**src/rtl/dmaSeqPkg.sv**
```systemverilog
package dmaSeqPkg;
  typedef enum logic [1:0] {
    ST_IDLE   = 2'd0,
    ST_WAIT   = 2'd1,
    ST_STROBE = 2'd2,
    ST_XFER   = 2'd3
  } seqState_t;

  typedef struct packed {
    logic load;     // capture start address and grant
    logic advance;  // step address to next transfer
    logic busOwn;   // bus owned: drive address and acknowledge
    logic strobe;   // high-byte strobe state
  } pathCtl_t;
endpackage

```
**src/rtl/dmaSeqCtrl.sv**
```systemverilog
module dmaSeqCtrl
  import dmaSeqPkg::*;
#(
  parameter int NUM_CH = 4
) (
  input  logic              clk,
  input  logic              rstN,
  input  logic [NUM_CH-1:0] chanReq,
  input  logic [NUM_CH-1:0] chanMask,
  input  logic [NUM_CH-1:0] softReq,
  input  logic              blockMode,
  input  logic              eopN,
  input  logic              holdAck,
  input  logic              upperWrap,
  output pathCtl_t          ctl,
  output logic [NUM_CH-1:0] grantOh,
  output logic              holdReq
);
  localparam logic [NUM_CH-1:0] ONE = {{(NUM_CH-1){1'b0}}, 1'b1};

  seqState_t state, nextState;
  logic [NUM_CH-1:0] pending;
  logic [NUM_CH-1:0] prioOh;
  logic              lastXfer;

  assign pending  = (chanReq & ~chanMask) | softReq;
  assign lastXfer = !blockMode || !eopN;

  // fixed priority: lowest index wins
  always_comb begin
    prioOh = '0;
    for (int i = NUM_CH - 1; i >= 0; i--) begin
      if (pending[i]) prioOh = ONE << i;
    end
  end

  always_comb begin
    nextState   = state;
    ctl.load    = 1'b0;
    ctl.advance = 1'b0;
    case (state)
      ST_IDLE: begin
        if (|pending) begin
          nextState = ST_WAIT;
          ctl.load  = 1'b1;
        end
      end
      ST_WAIT:   if (holdAck) nextState = ST_STROBE;
      ST_STROBE: nextState = ST_XFER;
      ST_XFER: begin
        if (lastXfer) begin
          nextState = ST_IDLE;
        end else begin
          ctl.advance = 1'b1;
          nextState   = upperWrap ? ST_STROBE : ST_XFER;
        end
      end
      default:   nextState = ST_IDLE;
    endcase
  end

  assign ctl.busOwn = (state == ST_STROBE) || (state == ST_XFER);
  assign ctl.strobe = (state == ST_STROBE);
  assign holdReq    = (state != ST_IDLE);

  always_ff @(posedge clk or negedge rstN) begin
    if (!rstN) begin
      state   <= ST_IDLE;
      grantOh <= '0;
    end else begin
      state <= nextState;
      if (ctl.load) grantOh <= prioOh;
    end
  end
endmodule

```
**src/rtl/dmaSeqPath.sv**
```systemverilog
module dmaSeqPath
  import dmaSeqPkg::*;
#(
  parameter int NUM_CH = 4,
  parameter int ADDR_W = 16,
  parameter int LOW_W  = 8
) (
  input  logic                    clk,
  input  logic                    rstN,
  input  pathCtl_t                ctl,
  input  logic [NUM_CH-1:0]       grantOh,
  input  logic [ADDR_W-1:0]       startAddr,
  input  logic                    polWr,
  input  logic                    polHigh,
  output logic [NUM_CH-1:0]       chanAck,
  output logic [LOW_W-1:0]        addrOut,
  output logic [ADDR_W-LOW_W-1:0] upperOut,
  output logic                    upperStb,
  output logic                    upperWrap
);
  logic [ADDR_W-1:0] curAddr;
  logic              ackHigh;
  logic [NUM_CH-1:0] ackRaw;

  always_ff @(posedge clk or negedge rstN) begin
    if (!rstN) begin
      curAddr <= '0;
      ackHigh <= 1'b0;
    end else begin
      if (ctl.load)         curAddr <= startAddr;
      else if (ctl.advance) curAddr <= curAddr + 1'b1;
      if (polWr)            ackHigh <= polHigh;
    end
  end

  // high-byte strobe launched from the falling edge
  always_ff @(negedge clk or negedge rstN) begin
    if (!rstN) upperStb <= 1'b0;
    else       upperStb <= ctl.strobe;
  end

  assign upperWrap = &curAddr[LOW_W-1:0];
  assign ackRaw    = ctl.busOwn ? grantOh : '0;
  assign chanAck   = ackHigh ? ackRaw : ~ackRaw;
  assign addrOut   = ctl.busOwn ? curAddr[LOW_W-1:0] : '0;
  assign upperOut  = curAddr[ADDR_W-1:LOW_W];
endmodule

```
**src/rtl/dmaBusSeq.sv**
```systemverilog
module dmaBusSeq
  import dmaSeqPkg::*;
#(
  parameter int NUM_CH = 4,
  parameter int ADDR_W = 16,
  parameter int LOW_W  = 8
) (
  input  logic                    clk,
  input  logic                    rstN,
  input  logic [NUM_CH-1:0]       chanReq,
  input  logic [NUM_CH-1:0]       chanMask,
  input  logic [NUM_CH-1:0]       softReq,
  input  logic                    blockMode,
  input  logic                    eopN,
  input  logic [ADDR_W-1:0]       startAddr,
  input  logic                    polWr,
  input  logic                    polHigh,
  input  logic                    holdAck,
  output logic                    holdReq,
  output logic                    addrEn,
  output logic [NUM_CH-1:0]       chanAck,
  output logic [LOW_W-1:0]        addrOut,
  output logic [ADDR_W-LOW_W-1:0] upperOut,
  output logic                    upperStb
);
  pathCtl_t          ctl;
  logic [NUM_CH-1:0] grantOh;
  logic              upperWrap;

  dmaSeqCtrl #(.NUM_CH(NUM_CH)) uCtrl (
    .clk(clk), .rstN(rstN), .chanReq(chanReq), .chanMask(chanMask),
    .softReq(softReq), .blockMode(blockMode), .eopN(eopN),
    .holdAck(holdAck), .upperWrap(upperWrap), .ctl(ctl),
    .grantOh(grantOh), .holdReq(holdReq)
  );

  dmaSeqPath #(.NUM_CH(NUM_CH), .ADDR_W(ADDR_W), .LOW_W(LOW_W)) uPath (
    .clk(clk), .rstN(rstN), .ctl(ctl), .grantOh(grantOh),
    .startAddr(startAddr), .polWr(polWr), .polHigh(polHigh),
    .chanAck(chanAck), .addrOut(addrOut), .upperOut(upperOut),
    .upperStb(upperStb), .upperWrap(upperWrap)
  );

  assign addrEn = ctl.busOwn;
endmodule

```
**config.mk**
```make
export PLATFORM = sky130hd
export DESIGN_NAME = dmaBusSeq
export DESIGN_NICKNAME = d
export VERILOG_FILES = /design/src/rtl/dmaSeqPkg.sv /design/src/rtl/dmaSeqCtrl.sv /design/src/rtl/dmaSeqPath.sv /design/src/rtl/dmaBusSeq.sv
export SDC_FILE = /design/constraint.sdc
export NUM_CORES = 1
export LEC_CHECK = 0
export BUFFER_PORTS_ARGS = -buffer_cell sky130_fd_sc_hd__buf_2
export CAP_MARGIN = 20
export CORE_ASPECT_RATIO = 0.7
export CORE_MARGIN = 1.5
export CORE_UTILIZATION = 35
export DETAILED_ROUTE_END_ITERATION = 8
export GPL_ROUTABILITY_DRIVEN = 0
export PLACE_DENSITY = 0.61
export SLEW_MARGIN = 20
export SYNTH_ARGS = -nofsm -noshare
export SYNTH_HDL_FRONTEND = slang
export SYNTH_SLANG_ARGS = --single-unit
```
**constraint.sdc**
```tcl
create_clock -name clk -period 2.4 [get_ports clk]
set_input_delay 0.48 -clock clk [delete_from_list [all_inputs] [get_ports clk]]
set_output_delay 0.48 -clock clk [all_outputs]
set_load 0.01 [all_outputs]
```
==> impl_metrics.tcl <==
set metrics [dict create \
    critical_path_arrival_ns 1.97 \
    path_class "reg2out" \
    dpl.hpwl_um 2670 \
    max_slew.worst_pin.slew_ns 0.484 \
    startpoint_type "register" \
    synth-seq-cells 24 \
    die_width_um 81.0 \
    hold_class "in2async" \
    detail_route.iter0.violations 80 \
    area.growth.synth_to_final_pct 23.5 \
    fp-row-count 19 \
    dominant_register_cell_in_the_synthesized_netlist "sky130_fd_sc_hd__dfrtp_1" \
    ys.warnings.count 0 \
    synth-edff-count 0 \
    run_status "finished with violations" \
    critPathBufInv 1 \
    synth.area.mux_share_pct 1.51 \
    initial_antenna_violation_count 0 \
    netlist.top_cell.by_area "sky130_fd_sc_hd__dfrtp_1" \
    critical-path-max-stage-delay_ns 0.38 \
    drt-pass1-iter-count 5 \
    grt_setup_unrepaired "yes" \
    yosys.cell_types.count 40 \
    dp_worst_setup_slack_ns 0.243 \
    initial_utilization_pct 37.3 \
    p_leak_nw 0.861 \
    reg2reg_depth 6 \
    max-cap-violations 0 \
    detailroute.wirelength.met2_um 1430 \
    post_synth_inst_count 170 \
    grt_max_degree 24 \
    floorplan.die.height_um 57.6 \
    dr.max_layer_used "met4" \
    worst_path_dominant_cell_family "flip-flops" \
    failing_checks "setup timing" \
    postRouteAntennaNets 0 \
    grt_first_pass_wirelength_um 5640 \
    timing.clock.skew_ns 0.0125 \
    path_clk_slew_ns 0.09 \
    cts_repair_resize_count 0 \
    crit_path_max_fanout 1 \
    tns_ns -0.0550 \
    finalMaxSlewViolations 0 \
    synth-simple-area-share_pct 25.5 \
    layout.nets 258 \
    syn-num-nets 206 \
    layout-drive-gt1-share_pct 33.9 \
    floorplan.core_area_um2 3990 \
    syn_area_um2 1490 \
    cellPowerDensity_nw_per_um2 1110 \
    route.detailed.vias_per_inst 4.92 \
    fillerInstances 421 \
    portBuffers 57 \
    amount_of_wire_on_met3_after_detailed_routing_um 220 \
    routed_wirelength_um 3410 \
    die-area_um2 4660 \
    synthesized_area_fraction_occupied_by_xor_and_xnor_cells_pct 6.47 \
    grt_pass1_vias 1197 \
    route.detailed.drc 0 \
    grt.total_usage_pct 15.9 \
    crit_slowest_cell "sky130_fd_sc_hd__dfrtn_1" \
    global_route.overflow_total 0 \
    synth.avg_cell_area_um2 8.77 \
    route.vias.total 1344 \
    worstReg2RegEnd "uPath.curAddr[15]" \
    worstPathRequired_ns 1.92 \
    clock-sinks 24 \
    slew-limit-headroom_pct 67.6 \
    number_of_i_o_pins 58 \
    final-setup-viol-count 1 \
    synth_compound_gate_area_share_pct 17.1 \
    finalWorstSetupSlack_ns -0.0550 \
    ctsRootBufferMaster "sky130_fd_sc_hd__clkbuf_8" \
    critical_path.reg2reg.startpoint "uCtrl.state[1]" \
    reg2reg_setup_slack_ns 0.44 \
    timing.critical_path.cells "buf_2" \
    post-synth-top-area-fraction_pct 38.6 \
    cts_tree "built" \
    combinational_family_with_the_most_area_after_synthesis "simple AND/OR/NAND/NOR gates" \
    wire_per_inst_um 12.5 \
    hold_viol_final 0 \
    endpoint_kind "primary output" \
    ys_async_sr_fraction_pct 100 \
    synthAdderAreaFrac_pct 0.840 \
    seq_area_frac_synth_pct 40.3 \
    cts_buffer_depth 2 \
    max-vdd-ir-drop_mv 0.404 \
    n_antenna_cell 0 \
    m1WireLength_um 1750 \
    numCtsBuffers 3 \
    clock_tree.htree_level_count 1 \
    clk-insertion-delay-late_ns 0.28 \
    ys_top_cells_by_area "sky130_fd_sc_hd__dfrtp_1 39%, sky130_fd_sc_hd__nand2_1 5.5%, sky130_fd_sc_hd__xor2_1 4.1%" \
    post-cts-setup-buffer-count 0 \
]
## sequential cells by signal, indices dropped and copies added, names as in the netlist
| register | cells |
|---|---|
| uPath.upperStb | 1 |
| uCtrl.grantOh | 4 |
| uPath.ackHigh | 1 |
| uCtrl.state | 2 |
| uPath.curAddr | 16 |
## cell type report
cell class,instances,area (µm²),area share [%]
multi-input combinational,123,773,42.0
clock buffer,4,45.0,2.45
timing repair buffer,63,330,17.9
tap,52,65.1,3.54
inverter,7,26.3,1.43
sequential,24,601,32.6
## report_power, final
part           total [W]  switching [W]  internal [W]
sequential      0.000820       0.000225      0.000595
clock           0.000248       0.000129      0.000119
combinational   0.000980       0.000513      0.000467
## what timing repair did
action	in CTS	in global routing
hold buffers	0	0
pin swaps	0	0
hold endpoints to repair	0	0
endpoints found under the setup margin	1	1
## synth_stat cells, drive strengths merged (3+ instances only)
master	instances
dfrtp	23
nand2	22
nor2	14
buf	13
o21ai	11
nand3	9
a21oi	8
and2	8
inv	7
xor2	7
nor3	5
a221o	4
nand4	4
xnor2	4
clkbuf	3
nand2b	3
nor2b	3
## placed cells by master, fill, tap and decap left out, types with 4 or more instances in the layout
| cell | n |
|---|---|
| sky130_fd_sc_hd__buf_2 | 57 |
| sky130_fd_sc_hd__dfrtp_1 | 23 |
| sky130_fd_sc_hd__nand2_1 | 22 |
| sky130_fd_sc_hd__nor2_1 | 14 |
| sky130_fd_sc_hd__nand3_1 | 9 |
| sky130_fd_sc_hd__and2_1 | 8 |
| sky130_fd_sc_hd__a21oi_1 | 8 |
| sky130_fd_sc_hd__inv_1 | 7 |
| sky130_fd_sc_hd__xor2_1 | 7 |
| sky130_fd_sc_hd__o21ai_0 | 7 |
| sky130_fd_sc_hd__buf_4 | 6 |
| sky130_fd_sc_hd__a221o_1 | 4 |
| sky130_fd_sc_hd__xnor2_1 | 4 |
## per-stage QoR
| step | total power [W] | utilization (%) | area (µm²) | hold WS [ns] | cells |
|---|---|---|---|---|---|
| 2_1_floorplan | 0.00152 | - | 1490 | 0.184 | 170 |
| 3_3_place_gp | 0.00180 | 45.0 | 1800 | 0.486 | 269 |
| 3_5_place_dp | 0.00182 | 45.0 | 1800 | 0.493 | 269 |
| 4_1_cts | 0.00207 | 46.1 | 1840 | 0.241 | 273 |
| 5_1_grt | 0.00224 | 46.1 | 1840 | 0.252 | 273 |
| 6_report | 0.00205 | 46.1 | 1840 | 0.221 | 273 |
## cells by family (layout without fill, tap and decap cells)
kind of cell / Yosys count / count (layout)
buffers and inverters: 23 / 74
adder cells (fa/ha/maj): 1 / 1
multiplexers: 2 / 2
XOR/XNOR: 11 / 11
AO/OA/AOI/OAI: 35 / 35
AND/OR/NAND/NOR: 74 / 74
flip-flops: 24 / 24
## metal layers
layer | vias to the layer above | track usage (%)
met2 | 50 | 23.3
met4 | 0 | 2.96
met5 | - | 0
met1 | 604 | 23.8
met3 | 4 | 4.00
li1 | 686 | -
## worst max-delay path by stage
stage | start | to | slack (ns) | cells past startpoint
after floorplan | uCtrl.state[1] | uPath.upperStb | 0.24 | 3
after global placement | uPath.upperStb | upperStb | 0.24 | 1
after detailed placement | uPath.upperStb | upperStb | 0.24 | 1
after CTS | uPath.upperStb | upperStb | -0.06 | 1
after global routing | uPath.upperStb | upperStb | -0.09 | 1
final | uPath.upperStb | upperStb | -0.05 | 1
(Power assumes the default switching activity.)
